File: config.mk
export PLATFORM = sky130hd
export DESIGN_NAME = tick_timer16
export DESIGN_NICKNAME = d
export VERILOG_FILES = /design/src/rtl/tick_timer_pkg.sv /design/src/rtl/tick_prescale.sv /design/src/rtl/tick_count.sv /design/src/rtl/tick_regs.sv /design/src/rtl/tick_timer16.sv
export SDC_FILE = /design/constraint.sdc
export NUM_CORES = 1
export LEC_CHECK = 0
export BUFFER_PORTS_ARGS = -buffer_cell sky130_fd_sc_hd__buf_2
export CAP_MARGIN = 15
export CORE_ASPECT_RATIO = 1.1
export CORE_MARGIN = 2
export CORE_UTILIZATION = 55
export DETAILED_ROUTE_END_ITERATION = 6
export PLACE_DENSITY = 0.86
export SETUP_SLACK_MARGIN = 0.3
export SLEW_MARGIN = 30
export SYNTH_ARGS = -nofsm -noshare
export SYNTH_HDL_FRONTEND = slang
export SYNTH_SLANG_ARGS = --single-unit
File: constraint.sdc
create_clock -name clk -period 5.3 [get_ports clk]
set_input_delay 1.06 -clock clk [delete_from_list [all_inputs] [get_ports clk]]
set_output_delay 1.06 -clock clk [all_outputs]
set_load 0.02 [all_outputs]
File: src/rtl/tick_timer_pkg.sv
// Package: shared register address codes and control-field positions for
// the prescaled 16-bit timer. Assumes a 2-bit register address.
package tick_timer_pkg;

    typedef enum logic [1:0] {
        ADR_CNT_LO = 2'd0,
        ADR_CNT_HI = 2'd1,
        ADR_CTRL   = 2'd2,
        ADR_STAT   = 2'd3
    } tmr_addr_e;

    // control register field positions
    localparam int CTL_RUN    = 0;
    localparam int CTL_SEL_LO = 1;
    localparam int CTL_WIDE   = 3;
    localparam int CTL_IE     = 4;

    // status register field position
    localparam int STS_OVF    = 0;

endpackage

File: src/rtl/tick_prescale.sv
// Module: tick divider. Counts qualified ticks and emits an advance pulse
// every 2**sel ticks since the last clear.
// Assumes: sel < 2**SEL_W, clr has priority over counting.
module tick_prescale #(
    parameter int SEL_W = 2,
    localparam int PS_W = (1 << SEL_W) - 1
) (
    input  logic             clk,
    input  logic             rst_n,
    input  logic             tick,
    input  logic             run,
    input  logic [SEL_W-1:0] sel,
    input  logic             clr,
    output logic             adv
);

    logic [PS_W-1:0] ps_q;
    logic [PS_W-1:0] mask;
    logic            step;

    // build a mask of the low `sel` bits of the divider
    always_comb begin
        for (int i = 0; i < PS_W; i++) begin
            mask[i] = (i < int'(sel));
        end
    end

    assign step = tick && run;
    assign adv  = step && !clr && ((ps_q & mask) == mask);

    // divider state: cleared on request, else steps on each qualified tick
    always_ff @(posedge clk) begin
        if (!rst_n) begin
            ps_q <= '0;
        end else if (clr) begin
            ps_q <= '0;
        end else if (step) begin
            ps_q <= ps_q + 1'b1;
        end
    end

    AST_PS_CLEARED: assert property (@(posedge clk) disable iff (!rst_n)
        clr |=> (ps_q == '0));

    AST_PS_STOPPED: assert property (@(posedge clk) disable iff (!rst_n)
        (!run && !clr) |=> $stable(ps_q));

endmodule

File: src/rtl/tick_count.sv
// Module: 16-bit count register with byte loads, synchronous clear and
// increment. Produces a one-cycle overflow pulse on an unloaded wrap.
// Assumes: at most one of ld_lo / ld_hi per cycle; loads beat clear,
// clear beats increment.
module tick_count #(
    parameter int BUS_W = 8,
    localparam int CNT_W = 2 * BUS_W
) (
    input  logic             clk,
    input  logic             rst_n,
    input  logic             adv,
    input  logic             ld_lo,
    input  logic             ld_hi,
    input  logic [BUS_W-1:0] lo_val,
    input  logic [BUS_W-1:0] hi_src,
    input  logic [BUS_W-1:0] hi_val,
    input  logic             clr,
    output logic [CNT_W-1:0] cnt,
    output logic             ovf
);

    logic any_ld;

    assign any_ld = ld_lo || ld_hi;
    assign ovf    = adv && (&cnt) && !any_ld && !clr;

    // count register with load > clear > increment priority
    always_ff @(posedge clk) begin
        if (!rst_n) begin
            cnt <= '0;
        end else if (ld_lo) begin
            cnt <= {hi_src, lo_val};
        end else if (ld_hi) begin
            cnt[CNT_W-1:BUS_W] <= hi_val;
        end else if (clr) begin
            cnt <= '0;
        end else if (adv) begin
            cnt <= cnt + 1'b1;
        end
    end

    AST_COUNT_STEP: assert property (@(posedge clk) disable iff (!rst_n)
        (adv && !any_ld && !clr) |=> (cnt == CNT_W'($past(cnt) + 1'b1)));

    AST_CLR_ZERO: assert property (@(posedge clk) disable iff (!rst_n)
        (clr && !any_ld) |=> (cnt == '0));

    AST_LO_LOAD: assert property (@(posedge clk) disable iff (!rst_n)
        ld_lo |=> (cnt == {$past(hi_src), $past(lo_val)}));

endmodule

File: src/rtl/tick_regs.sv
// Module: software-visible registers of the timer: control, high-byte
// buffer, sticky overflow flag, address decode and read mux.
// Assumes: bus_rd and bus_wr are not both asserted to the same address.
module tick_regs
    import tick_timer_pkg::*;
#(
    parameter int BUS_W = 8,
    parameter int SEL_W = 2,
    localparam int CNT_W = 2 * BUS_W
) (
    input  logic             clk,
    input  logic             rst_n,
    input  logic [1:0]       bus_addr,
    input  logic [BUS_W-1:0] bus_wdata,
    input  logic             bus_rd,
    input  logic             bus_wr,
    input  logic [CNT_W-1:0] cnt,
    input  logic             ovf,
    output logic [BUS_W-1:0] bus_rdata,
    output logic             run,
    output logic [SEL_W-1:0] sel,
    output logic             wide,
    output logic             lo_wr,
    output logic             hi_live_wr,
    output logic [BUS_W-1:0] hi_src,
    output logic             flag,
    output logic             irq
);

    logic [BUS_W-1:0] ctl_q;
    logic [BUS_W-1:0] buf_q;
    logic             ie;
    logic             hi_wr;
    logic             ctl_wr;
    logic             sts_clr;
    logic             lo_rd;
    logic [BUS_W-1:0] live_hi;

    assign live_hi = cnt[CNT_W-1:BUS_W];
    assign run     = ctl_q[CTL_RUN];
    assign sel     = ctl_q[CTL_SEL_LO +: SEL_W];
    assign wide    = ctl_q[CTL_WIDE];
    assign ie      = ctl_q[CTL_IE];

    // address decode of the strobes
    always_comb begin
        lo_wr   = bus_wr && (bus_addr == ADR_CNT_LO);
        hi_wr   = bus_wr && (bus_addr == ADR_CNT_HI);
        ctl_wr  = bus_wr && (bus_addr == ADR_CTRL);
        sts_clr = bus_wr && (bus_addr == ADR_STAT) && !bus_wdata[STS_OVF];
        lo_rd   = bus_rd && (bus_addr == ADR_CNT_LO);
    end

    assign hi_live_wr = hi_wr && !wide;
    assign hi_src     = wide ? buf_q : live_hi;
    assign irq        = flag && ie;

    // control register
    always_ff @(posedge clk) begin
        if (!rst_n) begin
            ctl_q <= '0;
        end else if (ctl_wr) begin
            ctl_q <= bus_wdata;
        end
    end

    // high-byte buffer: written from the bus or snapshotted on a low read
    always_ff @(posedge clk) begin
        if (!rst_n) begin
            buf_q <= '0;
        end else if (hi_wr && wide) begin
            buf_q <= bus_wdata;
        end else if (lo_rd && wide) begin
            buf_q <= live_hi;
        end
    end

    // sticky overflow flag: set wins over a software clear
    always_ff @(posedge clk) begin
        if (!rst_n) begin
            flag <= 1'b0;
        end else if (ovf) begin
            flag <= 1'b1;
        end else if (sts_clr) begin
            flag <= 1'b0;
        end
    end

    // read mux of the addressed register
    always_comb begin
        unique case (tmr_addr_e'(bus_addr))
            ADR_CNT_LO: bus_rdata = cnt[BUS_W-1:0];
            ADR_CNT_HI: bus_rdata = wide ? buf_q : live_hi;
            ADR_CTRL:   bus_rdata = ctl_q;
            ADR_STAT:   bus_rdata = BUS_W'(flag);
            default:    bus_rdata = '0;
        endcase
    end

    AST_FLAG_ON_WRAP: assert property (@(posedge clk) disable iff (!rst_n)
        $rose(flag) |-> (cnt == '0));

    AST_FLAG_STICKY: assert property (@(posedge clk) disable iff (!rst_n)
        (flag && !sts_clr) |=> flag);

    AST_IRQ_MASKED: assert property (@(posedge clk) disable iff (!rst_n)
        !ie |-> !irq);

    AST_SNAPSHOT: assert property (@(posedge clk) disable iff (!rst_n)
        (wide && lo_rd && !hi_wr) |=> (buf_q == $past(live_hi)));

endmodule

File: src/rtl/tick_timer16.sv
// Module: top of the prescaled 16-bit timer with atomic byte access.
// Wires the register block, the tick divider and the count register.
// Assumes: synchronous active-low reset; bus strobes are single-cycle.
module tick_timer16 #(
    parameter int BUS_W = 8,
    parameter int SEL_W = 2
) (
    input  logic             clk,
    input  logic             rst_n,
    input  logic             tick_en,
    input  logic             cnt_clr,
    input  logic [1:0]       bus_addr,
    input  logic [BUS_W-1:0] bus_wdata,
    input  logic             bus_rd,
    input  logic             bus_wr,
    output logic [BUS_W-1:0] bus_rdata,
    output logic             ovf_flag,
    output logic             irq
);

    localparam int CNT_W = 2 * BUS_W;

    logic [CNT_W-1:0] cnt;
    logic             ovf;
    logic             run;
    logic [SEL_W-1:0] sel;
    logic             wide;
    logic             lo_wr;
    logic             hi_live_wr;
    logic [BUS_W-1:0] hi_src;
    logic             adv;

    tick_regs #(.BUS_W(BUS_W), .SEL_W(SEL_W)) u_regs (
        .clk        (clk),
        .rst_n      (rst_n),
        .bus_addr   (bus_addr),
        .bus_wdata  (bus_wdata),
        .bus_rd     (bus_rd),
        .bus_wr     (bus_wr),
        .cnt        (cnt),
        .ovf        (ovf),
        .bus_rdata  (bus_rdata),
        .run        (run),
        .sel        (sel),
        .wide       (wide),
        .lo_wr      (lo_wr),
        .hi_live_wr (hi_live_wr),
        .hi_src     (hi_src),
        .flag       (ovf_flag),
        .irq        (irq)
    );

    tick_prescale #(.SEL_W(SEL_W)) u_ps (
        .clk   (clk),
        .rst_n (rst_n),
        .tick  (tick_en),
        .run   (run),
        .sel   (sel),
        .clr   (lo_wr || cnt_clr),
        .adv   (adv)
    );

    tick_count #(.BUS_W(BUS_W)) u_cnt (
        .clk    (clk),
        .rst_n  (rst_n),
        .adv    (adv),
        .ld_lo  (lo_wr),
        .ld_hi  (hi_live_wr),
        .lo_val (bus_wdata),
        .hi_src (hi_src),
        .hi_val (bus_wdata),
        .clr    (cnt_clr),
        .cnt    (cnt),
        .ovf    (ovf)
    );

    AST_STOPPED_HOLD: assert property (@(posedge clk) disable iff (!rst_n)
        (!run && !bus_wr && !cnt_clr) |=> $stable(cnt));

    AST_WIDE_HI_ISOLATED: assert property (@(posedge clk) disable iff (!rst_n)
        (wide && bus_wr && (bus_addr == 2'd1) && !adv && !cnt_clr)
        |=> $stable(cnt[CNT_W-1:BUS_W]));

endmodule

==> results of run 1 <==
-- stage by stage --
step                      total power [mW]  util [%]  instance area, sq um  worst slack (ns)  hold WS, ns
after global routing                 0.583      60.6                  2560              1.69        0.498
after global placement               0.374      58.6                  2480              1.93        0.444
final                                0.563      60.6                  2560              1.76        0.460
after floorplan                      0.352         -                  2380              1.92        0.436
after CTS                            0.559      60.5                  2550              1.85        0.458
after detailed placement             0.377      58.6                  2480              1.87        0.449
-- report_power, final --
part	total, mW	internal [mW]	leakage, nW	switching (mW)
Combinational	0.0873	0.0314	0.562	0.0559
Sequential	0.288	0.277	0.292	0.0114
Clock	0.187	0.0894	0.0410	0.0980
-- cell usage after synthesis, types with 3 or more instances --
| master | count |
|---|---|
| sky130_fd_sc_hd__clkbuf_1 | 13 |
| sky130_fd_sc_hd__nor2_1 | 18 |
| sky130_fd_sc_hd__a31oi_1 | 5 |
| sky130_fd_sc_hd__inv_1 | 4 |
| sky130_fd_sc_hd__a22oi_1 | 4 |
| sky130_fd_sc_hd__o31ai_1 | 3 |
| sky130_fd_sc_hd__nand3_1 | 16 |
| sky130_fd_sc_hd__nand2b_1 | 3 |
| sky130_fd_sc_hd__nand2_1 | 37 |
| sky130_fd_sc_hd__nand3b_1 | 3 |
| sky130_fd_sc_hd__o21ai_0 | 13 |
| sky130_fd_sc_hd__a21oi_1 | 22 |
| sky130_fd_sc_hd__a211oi_1 | 8 |
| sky130_fd_sc_hd__dfxtp_1 | 36 |
| sky130_fd_sc_hd__xnor2_1 | 4 |
| sky130_fd_sc_hd__mux2i_1 | 20 |
| sky130_fd_sc_hd__o21a_1 | 3 |
| sky130_fd_sc_hd__nor2b_1 | 6 |
| sky130_fd_sc_hd__o22ai_1 | 9 |
| sky130_fd_sc_hd__a21boi_0 | 4 |
| sky130_fd_sc_hd__nand4_1 | 4 |
| sky130_fd_sc_hd__o211ai_1 | 3 |
| sky130_fd_sc_hd__and2_1 | 4 |
-- flip-flops by register name, indices dropped and copies added (netlist names) --
signal / count
u_regs.ctl_q: 8
u_ps.ps_q: 3
u_regs.buf_q: 8
u_cnt.cnt: 16
u_regs.flag: 1
-- layer usage --
layer / GRT usage, % / vias to the layer above / share of wire (%)
met5: 0 / - / 0
met2: 50.6 / 190 / 46
li1: - / 1132 / -
met1: 41.6 / 1132 / 39
met3: 7.25 / 46 / 11
met4: 12.5 / 0 / 4.4
-- worst paths after layout --
check | startpoint | to | depth (start not counted)
worst max-delay path | bus_addr[1] | bus_rdata[3] | 5
worst min-delay path | u_regs.buf_q[2] | u_regs.buf_q[2] | 2
worst max register to register | u_regs.ctl_q[3] | u_cnt.cnt[10] | 5
worst min register to register | u_regs.buf_q[2] | u_regs.buf_q[2] | 2
-- cells by family (layout without fill, tap and decap cells) --
group / count (synthesis) / after routing / synth area share (%)
xor+xnor: 5 / 5 / 1.84
fa+ha+maj: 2 / 2 / 1.05
compound gates: 94 / 94 / 27.0
simple gates: 112 / 112 / 25.0
flops: 36 / 36 / 30.3
mux: 22 / 22 / 9.84
buf+inv: 25 / 38 / 4.94
-- critical path, delay by kind of cell --
| kind | cells | cell delay (ns) |
|---|---|---|
| AO/OA/AOI/OAI | 2 | 0.30 |
| buffers and inverters | 2 | 0.57 |
| AND/OR/NAND/NOR | 1 | 0.53 |
-- final cells by class --
type / count / area (sq um)
fillers: 376 / 1660
multi-input cells: 235 / 1550
flip-flops and latches: 36 / 721
repair buffers: 25 / 125
clock buffers: 6 / 72.6
well taps: 54 / 67.6
inverters: 6 / 22.5
clock inverters: 1 / 5.00
==> flow_results.org, run 1 <==
** Route
- Number of DRC violations after detailed routing :: 0
- For this run, the detailed router's first-pass iteration total came to 7.
- Across all layers, the routed design uses 2500 vias.
- Iteration-0 DRC Markers :: approximately 410
- Via count normalized by instance count :: between 6 and 7
- The routed design has about 7200 microns of wire.
- In the final routed layout, each cell accounts on average for 19.8 microns.
- The detail route stage leaves a number of antenna-violating nets equal to 0.

** Floorplan
- The initialized floorplan defines 25 standard-cell rows.
- Measured along the x axis, the die boundary spans around 67 microns.
- The initial utilization of the core area, before any placement, comes to a little under three fifths.
- After floorplanning, the core was sized to cover 0.00422 sq mm.
- The floorplan step set the die height to about 73 microns.
- I/O Pins :: 26
- The floorplan step defined a die boundary enclosing 0.00487 sq mm.

** Global routing
- Entering global routing, the biggest net connects 29 pins.
- GRT overflow :: 0
- First-pass GRT wire length :: 11700 microns
- The number of antenna violations at the first check in global routing was 0.
- Number of global-route vias before repair :: 2309
- Across every metal layer, demand over resource in global routing totals 31.8%.

** Final layout
- Nets@finish :: around 330
- From synthesis to final layout, the design area changed by 7.63%.
- Layout Cells excl Fill :: 363
- Ant. Diodes :: 0
- Most common library cell in the layout ignoring fill and taps :: sky130_fd_sc_hd__nand2_1
- Fraction of layout instances using a drive strength above 1 :: 15.2%
- In the layout the commonest cells are sky130_fd_sc_hd__nand2_1 (37), sky130_fd_sc_hd__dfxtp_1 (36), sky130_fd_sc_hd__buf_2 (25), sky130_fd_sc_hd__a21oi_1 (22), sky130_fd_sc_hd__mux2i_1 (20).

** STA
- Transition time at the pin with the least slew margin :: between 0.8 and 0.9 ns
- Final period demand of the worst path :: 3.54 ns
- Final max-slew violation count :: 0
- In this run the tightest slew margin relative to its limit is 43.6%.
- Derived from the worst setup path, the maximum achievable clock frequency is approximately 280 MHz.
- Final hold violation count :: 0
- Clock tree skew after final layout :: between 0.004 and 0.005 ns
- Setup violations remaining at the end of the flow were counted as 0.
- RSZ-0062 raised after global routing :: no
- Ratio of final minimum period to clock period :: around two thirds
- Setup total negative slack on the finished layout was measured at 0 ns.

** Setup path
- On the worst path, the slowest cell contributes a delay of 0.53 ns.
- Startpoint type of the worst setup path :: primary input
- Critical path's slowest cell :: sky130_fd_sc_hd__nor2b_1
- Cell repeated most along the worst path :: sky130_fd_sc_hd__buf_2
- Category of the most critical setup path :: in -> out
- Required time of the critical path :: about 4.2 ns
- Series of cell instances along the critical path :: buf_2 > nor2b_1 > a21oi_1 > o22ai_1 > buf_2
- Data arrives at the worst endpoint at 2.48 ns.
- STA classifies the critical path endpoint as a primary output.
- Along the worst path, the maximum fanout reaches 17.
- The setup check on the worst reg-to-reg path leaves a slack of approximately 2.9 ns.

** Job
- Max-cap violations in this run came to 0.

** Synth
- Post-synthesis cell count :: slightly below 300
- The synthesized design contains 36 register bits.
- Summing the sequential cell areas from Yosys gives a little under a third of the chip area.
- Proportion of netlist area held by the largest area contributor :: a little over 30%
- Summing every instance area after synthesis gives around 0.0024 sq mm.
- Ranking of synthesized cells by area :: sky130_fd_sc_hd__dfxtp_1 (30%), sky130_fd_sc_hd__mux2i_1 (8.4%), sky130_fd_sc_hd__nand2_1 (5.8%), sky130_fd_sc_hd__a21oi_1 (4.6%), sky130_fd_sc_hd__nand3_1 (3.4%)
- The most used flip-flop cell after synthesis is sky130_fd_sc_hd__dfxtp_1.
- Post-synthesis average cell area :: roughly 8 sq um
- Yosys printed 0 warnings.
- Yosys mapped a number of flops with a built-in enable equal to 0.
- The number of different library cells used by synthesis comes to 62.
- The synthesized design spends more area on one cell type than any other, namely sky130_fd_sc_hd__dfxtp_1.
- Synthesized Nets :: approximately 310
- For this run, asynchronously set or reset flops after synthesis account for 0%.

** Clock tree
- TritonCTS built the clock tree.
- In this run the number of H-tree levels came out at 2.
- Count of hold-fix buffers inserted at cts :: 0
- The tree built by TritonCTS fans out to 36 sinks.
- After clock tree synthesis, the repair step resized 0 gates.
- Maximum number of buffers from clock root to sink :: 2
- The tree is rooted in a sky130_fd_sc_hd__clkbuf_8.
- In this run, CTS created clock tree buffers numbering 5.
- Once the clock tree was built, the setup fixing pass inserted 0 buffers.
- Clock slew at the register clock pins of the worst setup and hold paths :: 0.07 ns
- Clock latency on the worst-skew pair, taken at its later pin, is approximately 0.29 ns.

** Min path
- Worst min-delay path class :: reg -> reg

** Placed design
- IO buf count :: 25
- Final estimated routing congestion in global placement :: between 0.9 and 1
- HPWL after DPL :: between 5000 and 6000 microns
- Once placement completed, the tool counted placed cells totaling approximately 360.

** Pwr
- VDD sags by at most around 0.15 mV.
- In this run the power density over the cells is around 220 mW/mm^2.
- In this run the static leakage power is 0.894 nW.

** Status
- Run status :: complete, no violations
No activity file was read; power rests on OpenSTA's default activity.
==> run 2, diff against run 1 <==
Settings changed: CORE_UTILIZATION 55 to 53, PLACE_DENSITY 0.86 to 0.87.
Clock period 5.3 ns to 2.9 ns, I/O delays scaled along.
==> run 2 against run 1 <==
Compared with the run above: design area is 0.93% higher; flip-flop and latch count stayed put; worst setup slack worse by 1.2 ns.
==> flow_results.org, run 2 (same netlist as run 1, synthesis figures left out) <==
** Clock tree
- The clock passes through at most 2 buffers.
- Clock slew at the register clock pins of the worst setup and hold paths :: around 0.06 ns
- Gates resized during post-CTS repair numbered 0.
- Root Driver :: sky130_fd_sc_hd__clkbuf_8
- TritonCTS buffer count :: 5
- CTS saw 36 sinks.
- Buffers inserted to repair hold after CTS numbered 0.
- The later pin in the worst-skew pair is clocked with a latency of 0.29 ns.
- The H-tree was split into 2 levels.
- Number of buffers added for setup after CTS :: 0
- TritonCTS built the clock tree.

** Placed design
- IO buf count :: 25
- At the placement stage, the worst setup path has a slack of 0.549 ns.
- Total placed instance area :: around 0.0025 sq mm
- At the end of routability-driven placement, the weighted congestion stood at a little under 1.
- The wire-length estimate of the detail-placed layout is a little over 5000 microns.

** Pwr
- Pwr/cell area :: between 300 and 400 mW/mm^2
- Total power after layout :: about 1.0 mW
- Across the VDD grid, the largest voltage drop is between 0.3 and 0.4 mV.
- In this run the static leakage power is slightly above 0.9 nW.

** Setup path
- Arrival @ worst endpoint :: 1.74 ns
- For the worst setup path, the data required time is ~2.3 ns.
- The most numerous cell type found on the critical path is sky130_fd_sc_hd__buf_2.
- Category of the most critical setup path :: in -> out
- Startpoint type of the worst setup path :: primary input
- For this run, the slowest stage of the critical path takes approximately 0.39 ns.
- Series of cell instances along the critical path :: buf_2 > nand2b_1 > o22ai_1 > buf_2
- The worst setup path is captured at a primary output.
- On the critical path, the stage with the largest delay is an instance of sky130_fd_sc_hd__buf_2.
- In this run the worst path has a maximum fanout of 28.

** STA
- Achievable clock frequency :: 431 MHz
- For the final database, setup skew stands at between 0.007 and 0.008 ns.
- Setup repair after global routing left no endpoint under its margin.
- The final number of max-transition violations was 0.
- Setup violations remaining at the end of the flow were counted as 0.
- Worst hold-check slack :: about 0.45 ns
- Relative slew slack :: between 50% and 60%
- Final hold violation count :: 0
- Setup slack closes at just under 0.6 ns.
- Final total negative setup slack :: 0 ns
- Transition time at the pin with the least slew margin :: 0.685 ns
- The worst path uses about four fifths of the clock period.
- The routed design could run at a clock period as short as 2.32 ns.

** Status
- Run status :: complete, no violations

** Job
- Max cap viols :: 0

** Route
- In the routed layout, each cell is associated on average with a via count of between 6 and 7.
- Summed over all layers, the routed wires come to 6770 microns.
- Post-DR wirelength/cell :: between 15 and 20 microns
- Once detail routing completed, the nets flagged for antenna violations numbered 0.
- Iteration-0 DRC Markers :: between 200 and 300
- The routed layout has about 2400 vias.
- After detailed routing, the number of remaining DRC violations is 0.
- The pre-antenna-repair detailed-routing pass consisted of 5 iterations.

** Floorplan
- The die is between 70 and 80 microns tall.
- I/O Pins :: 26
- Total die area :: 0.00504 sq mm
- The floorplan has 25 rows.
- The die is ~68 microns wide.
- Floorplan Core Area :: between 0.004 and 0.005 sq mm
- Effective utilization at floorplan :: between 50% and 60%

** Final layout
- Summing all non-filler instances in the final layout gives an area of 0.00258 sq mm.
- Number of flip-flops under the largest register name :: 16
- From synthesis to final layout, the design area changed by 8.63%.
- Nets@finish :: about 330
- The largest registers in the layout are u_cnt.cnt (16), u_regs.buf_q (8), u_regs.ctl_q (8).
- Commonest cells after routing, fill and taps aside :: sky130_fd_sc_hd__nand2_1 (37), sky130_fd_sc_hd__dfxtp_1 (36), sky130_fd_sc_hd__buf_2 (25), sky130_fd_sc_hd__a21oi_1 (22), sky130_fd_sc_hd__mux2i_1 (20)
- More flip-flops sit in one register than any other, and that register is u_cnt.cnt.
- In the final layout, the share of cells above drive strength 1 is between 10% and 20%.
- Most common library cell in the layout ignoring fill and taps :: sky130_fd_sc_hd__nand2_1
- The repair_antennas step left the layout with diodes totalling 0.

** Global routing
- Summed over all layers, the global routing overflow is 0.
- Largest net degree at the start of global routing :: 29
- First-pass GRT wire length :: ~11000 microns
- Number of global-route vias before repair :: 2288
- The number of antenna violations at the first check in global routing is 0.
- Total global routing track utilization :: just under 30%

** Min path
- The path class of the tightest hold or removal check is reg -> reg.
[run 2: cell count changes in the layout (fill, tap and decap cells not counted)]
cell	before	now
sky130_fd_sc_hd__buf_4	0	4
sky130_fd_sc_hd__nor3b_4	1	0
sky130_fd_sc_hd__nor3b_2	0	1
[run 2: per-stage QoR]
stage | std cells | utilization [%]
final | 367 | 59.9
after global routing | 367 | 59.9
after global placement | 360 | 58.1
after CTS | 367 | 59.9
after floorplan | 296 | -
after detailed placement | 360 | 58.1
[run 2: path summary, 6_finish.rpt]
kind / start / slack, ns / cells after the start / to
worst min register to register: u_regs.buf_q[4] / 0.45 / 2 / u_regs.buf_q[4]
worst max register to register: u_regs.ctl_q[3] / 0.90 / 6 / u_cnt.cnt[10]
worst min-delay path: u_regs.buf_q[4] / 0.45 / 2 / u_regs.buf_q[4]
worst max-delay path: bus_addr[0] / 0.58 / 4 / bus_rdata[6]
[run 2: cell type report]
cell class | count | area [sq um]
clock buffers | 6 | 72.6
flip-flops and latches | 36 | 721
multi-input cells | 235 | 1540
well taps | 54 | 67.6
clock inverters | 1 | 5.00
fillers | 404 | 1730
inverters | 6 | 22.5
repair buffers | 29 | 155
[run 2: metal layers]
metal	GRT usage (%)	up-vias	wire (microns)
li1	-	1132	-
met1	38.2	1131	2760
met2	46.6	122	3200
met3	8.62	14	685
met4	10.4	0	131
met5	0	-	0
[run 2: critical path, delay by kind of cell]
| kind | cells | cell delay (ns) |
|---|---|---|
| buffers and inverters | 2 | 0.60 |
| AOI/OAI and AO/OA | 1 | 0.29 |
| and+or+nand+nor | 1 | 0.25 |
[run 2: where the power goes]
group          switching (mW)  internal, mW  leakage (nW)
clock network           0.180         0.163        0.0410
registers              0.0179         0.506         0.292
logic                   0.101        0.0595         0.579
total                   0.299         0.729         0.912
==> run 3, diff against run 2 <==
Settings changed: CORE_UTILIZATION 53 to 55, PLACE_DENSITY 0.87 to 0.86.
Clock period 2.9 ns to 2.31 ns, I/O delays scaled along.
==> run 3 against run 2 <==
Compared with the run above: sequential share of layout area shrank 1.4 points; sequential power grew 26%; register-to-register slack lost 0.42 ns; flip-flop and latch count is the same; clock skew shrank 0.0050 ns; utilization grew 4.7 points; largest cell class unchanged.
==> flow_results.org, run 3 (same netlist as run 1, synthesis figures left out) <==
** Route
- Iteration-0 DRC Markers :: roughly 300
- Vias after detailed routing :: roughly 2500
- Wires add up to around 7100 microns.
- For this run, the detailed router's first-pass iteration total came to 5.
- For this run, design rule violations remaining after detail routing come to 0.
- After detailed routing, the number of vias per cell comes to 6.57.
- After detailed routing, the average wire length per cell comes to 19.1 microns.
- Remaining antenna violation count after routing :: 0

** Floorplan
- Die height :: about 73 microns
- The floorplan has 25 rows.
- Effective utilization at floorplan :: a little under three fifths
- Die Width :: between 60 and 70 microns
- Total die area :: ~0.0049 sq mm
- The region available for standard cell placement spans 0.00422 sq mm.
- I/O Pins :: 26

** STA
- Final period demand of the worst path :: 2.05 ns
- Setup violations remaining at the end of the flow were counted as 0.
- Setup repair after global routing could not meet its margin everywhere.
- Final total negative setup slack :: 0 ns
- Final hold violation count :: 0
- Relative slew slack :: a little under three fifths
- For this run, the top clock speed supported by timing is 487 MHz.
- Ratio of final minimum period to clock period :: 88.8%
- Clock tree skew after final layout :: ~0.0028 ns
- The final number of max-transition violations was 0.
- Transition time at the pin with the least slew margin :: ~0.64 ns
- Hold timing on the final database bottoms out at a slack of approximately 0.45 ns.

** Clock tree
- Root Driver :: sky130_fd_sc_hd__clkbuf_8
- For this design, the sink count on the clock tree is 36.
- In this run the deepest clock path goes through 2 buffers.
- TritonCTS built the clock tree.
- CTS H-Tree Depth :: 2
- Clock latency of the later-clocked register in the worst-skew pair :: a little under 0.3 ns
- Buffers inserted during clock tree synthesis total 5.
- Clock slew at the register clock pins of the worst setup and hold paths :: 0.07 ns

** Final layout
- After filler insertion, the fill cell instance count of the layout stands at 369.
- Ant. Diodes :: 0
- Nets@finish :: between 300 and 400
- The area growth from synthesis to layout is 14.6%.
- Number of flip-flops under the largest register name :: 16
- Largest registers :: u_cnt.cnt (16), u_regs.buf_q (8), u_regs.ctl_q (8)
- Leaving out fill and tap cells, the most frequent cells in the layout are sky130_fd_sc_hd__nand2_1 (37), sky130_fd_sc_hd__dfxtp_1 (34), sky130_fd_sc_hd__buf_2 (23), sky130_fd_sc_hd__a21oi_1 (22).
- Top register by number of flip-flops :: u_cnt.cnt
- The finished cells cover between 0.002 and 0.003 sq mm.
- Most common library cell in the layout ignoring fill and taps :: sky130_fd_sc_hd__nand2_1
- The post-route netlist has 22.2% of its cells at a drive strength greater than 1.

** Min path
- Worst min-delay path class :: in -> reg
- Hold endpoint :: u_regs.ctl_q[4]
- The worst hold path begins at bus_wdata[4].
- Along the worst hold path, the cell count comes to 3.

** Setup path
- Counting cells, the worst reg-to-reg path comes to 5.
- Along the worst path, the maximum fanout reaches 3.
- Endpoint type of the worst setup path :: primary output
- Category of the most critical setup path :: reg -> out
- For the worst setup path, the data arrival time is between 1.5 and 2 ns.
- Series of cell instances along the critical path :: mux2_4 > mux4_2 > buf_6
- Worst reg2reg path endpoint :: u_cnt.cnt[15]
- Launch instance of the worst register-to-register path :: u_regs.ctl_q[0]
- For flop-to-flop paths, the worst setup slack is about 0.48 ns.
- The kind of cell with the highest combined delay along the critical path is multiplexers.
- Critical path's slowest cell :: sky130_fd_sc_hd__mux4_2
- Startpoint type of the worst setup path :: register
- Required time of the critical path :: about 1.9 ns
- The number of buffers and inverters on the critical path is 1.
- Delay contributed by the slowest stage of the critical path :: 0.48 ns

** Placed design
- Routability-driven placement finished with a final weighted congestion of ~1.0.
- HPWL after DPL :: roughly 5300 microns
- In this run the tool buffered the top-level ports with 25 buffer cells.
- Total placed instance area :: ~0.0026 sq mm

** Pwr
- Dividing total power by cell area gives a power density of 481 mW/mm^2.
- For this design the static power due to leakage is slightly below 1 nW.
- IR drop worst, VDD :: 0.341 mV
- Summing internal, switching and leakage power gives about 1.3 mW.

** Job
- Max-cap violations in this run came to 0.

** Status
- Run status :: complete, no violations

** Global routing
- Summed over all layers, the global routing overflow is 0.
- The number of antenna violations at the first check in global routing came to 0.
- Global routing used 30.8% of the available tracks.
- First-pass GRT wire length :: about 11000 microns
- Largest net degree at the start of global routing :: 28
- The number of global-route vias before repair is ~2100.
==> run 3: cell count changes in the layout (fill, tap and decap cells not counted), sizes merged <==
cell | previous run | this run
buf | 29 | 35
clkbuf | 6 | 7
==> run 3: what timing repair did <==
item,4_1_cts,5_1_grt
endpoints found under the setup margin,1,5
resized for setup,5,4
buffers inserted,1,0
hold endpoints to repair,0,0
hold buffers,0,0
==> run 3: worst max path at each step <==
stage                          from       endpoint  slack [ns]  cells after the start
floorplan               bus_addr[0]   bus_rdata[6]        0.34                      5
global placement        bus_addr[1]  u_cnt.cnt[10]        0.28                      6
detailed placement      bus_addr[1]  u_cnt.cnt[10]        0.22                      6
CTS                 u_regs.ctl_q[3]   bus_rdata[0]        0.27                      3
global route        u_regs.ctl_q[3]   bus_rdata[0]        0.24                      3
finish              u_regs.ctl_q[3]   bus_rdata[0]        0.26                      3
==> run 3: metrics by stage <==
stage	util (%)	cells	setup slack (ns)
floorplan	-	296	0.337
global placement	61.9	366	0.276
detailed placement	61.9	366	0.217
CTS	64.2	374	0.273
global route	64.6	374	0.244
finish	64.6	374	0.258
==> run 3: layout make-up <==
type                            count  area [sq um]  share of cell area [%]
Multi-Input combinational cell    235          1620                    59.4
Sequential cell                    36           723                    26.5
Timing Repair Buffer               36           216                    7.94
Clock buffer                        6          72.6                    2.66
Tap cell                           54          67.6                    2.48
Inverter                            6          22.5                   0.826
Clock inverter                      1          5.00                   0.184
==> run 3: routing by layer <==
layer / track usage [%] / vias to the layer above / share of wire (%)
li1: - / 1157 / -
met1: 42.5 / 1124 / 40
met2: 47.8 / 151 / 47
met3: 8.02 / 24 / 10
met4: 8.16 / 0 / 2.8
met5: 0 / - / 0
==> run 3: worst min-delay path: cells and delay by family <==
family                 cells  cell delay (ns)
AO/OA/AOI/OAI              1             0.05
buffers and inverters      1             0.12
AND/OR/NAND/NOR            1             0.06
==> run 3: where the power goes <==
part           switching [mW]  leakage [nW]  internal, mW
Clock                   0.223        0.0410         0.205
Combinational           0.137         0.629        0.0864
Sequential             0.0228         0.293         0.636
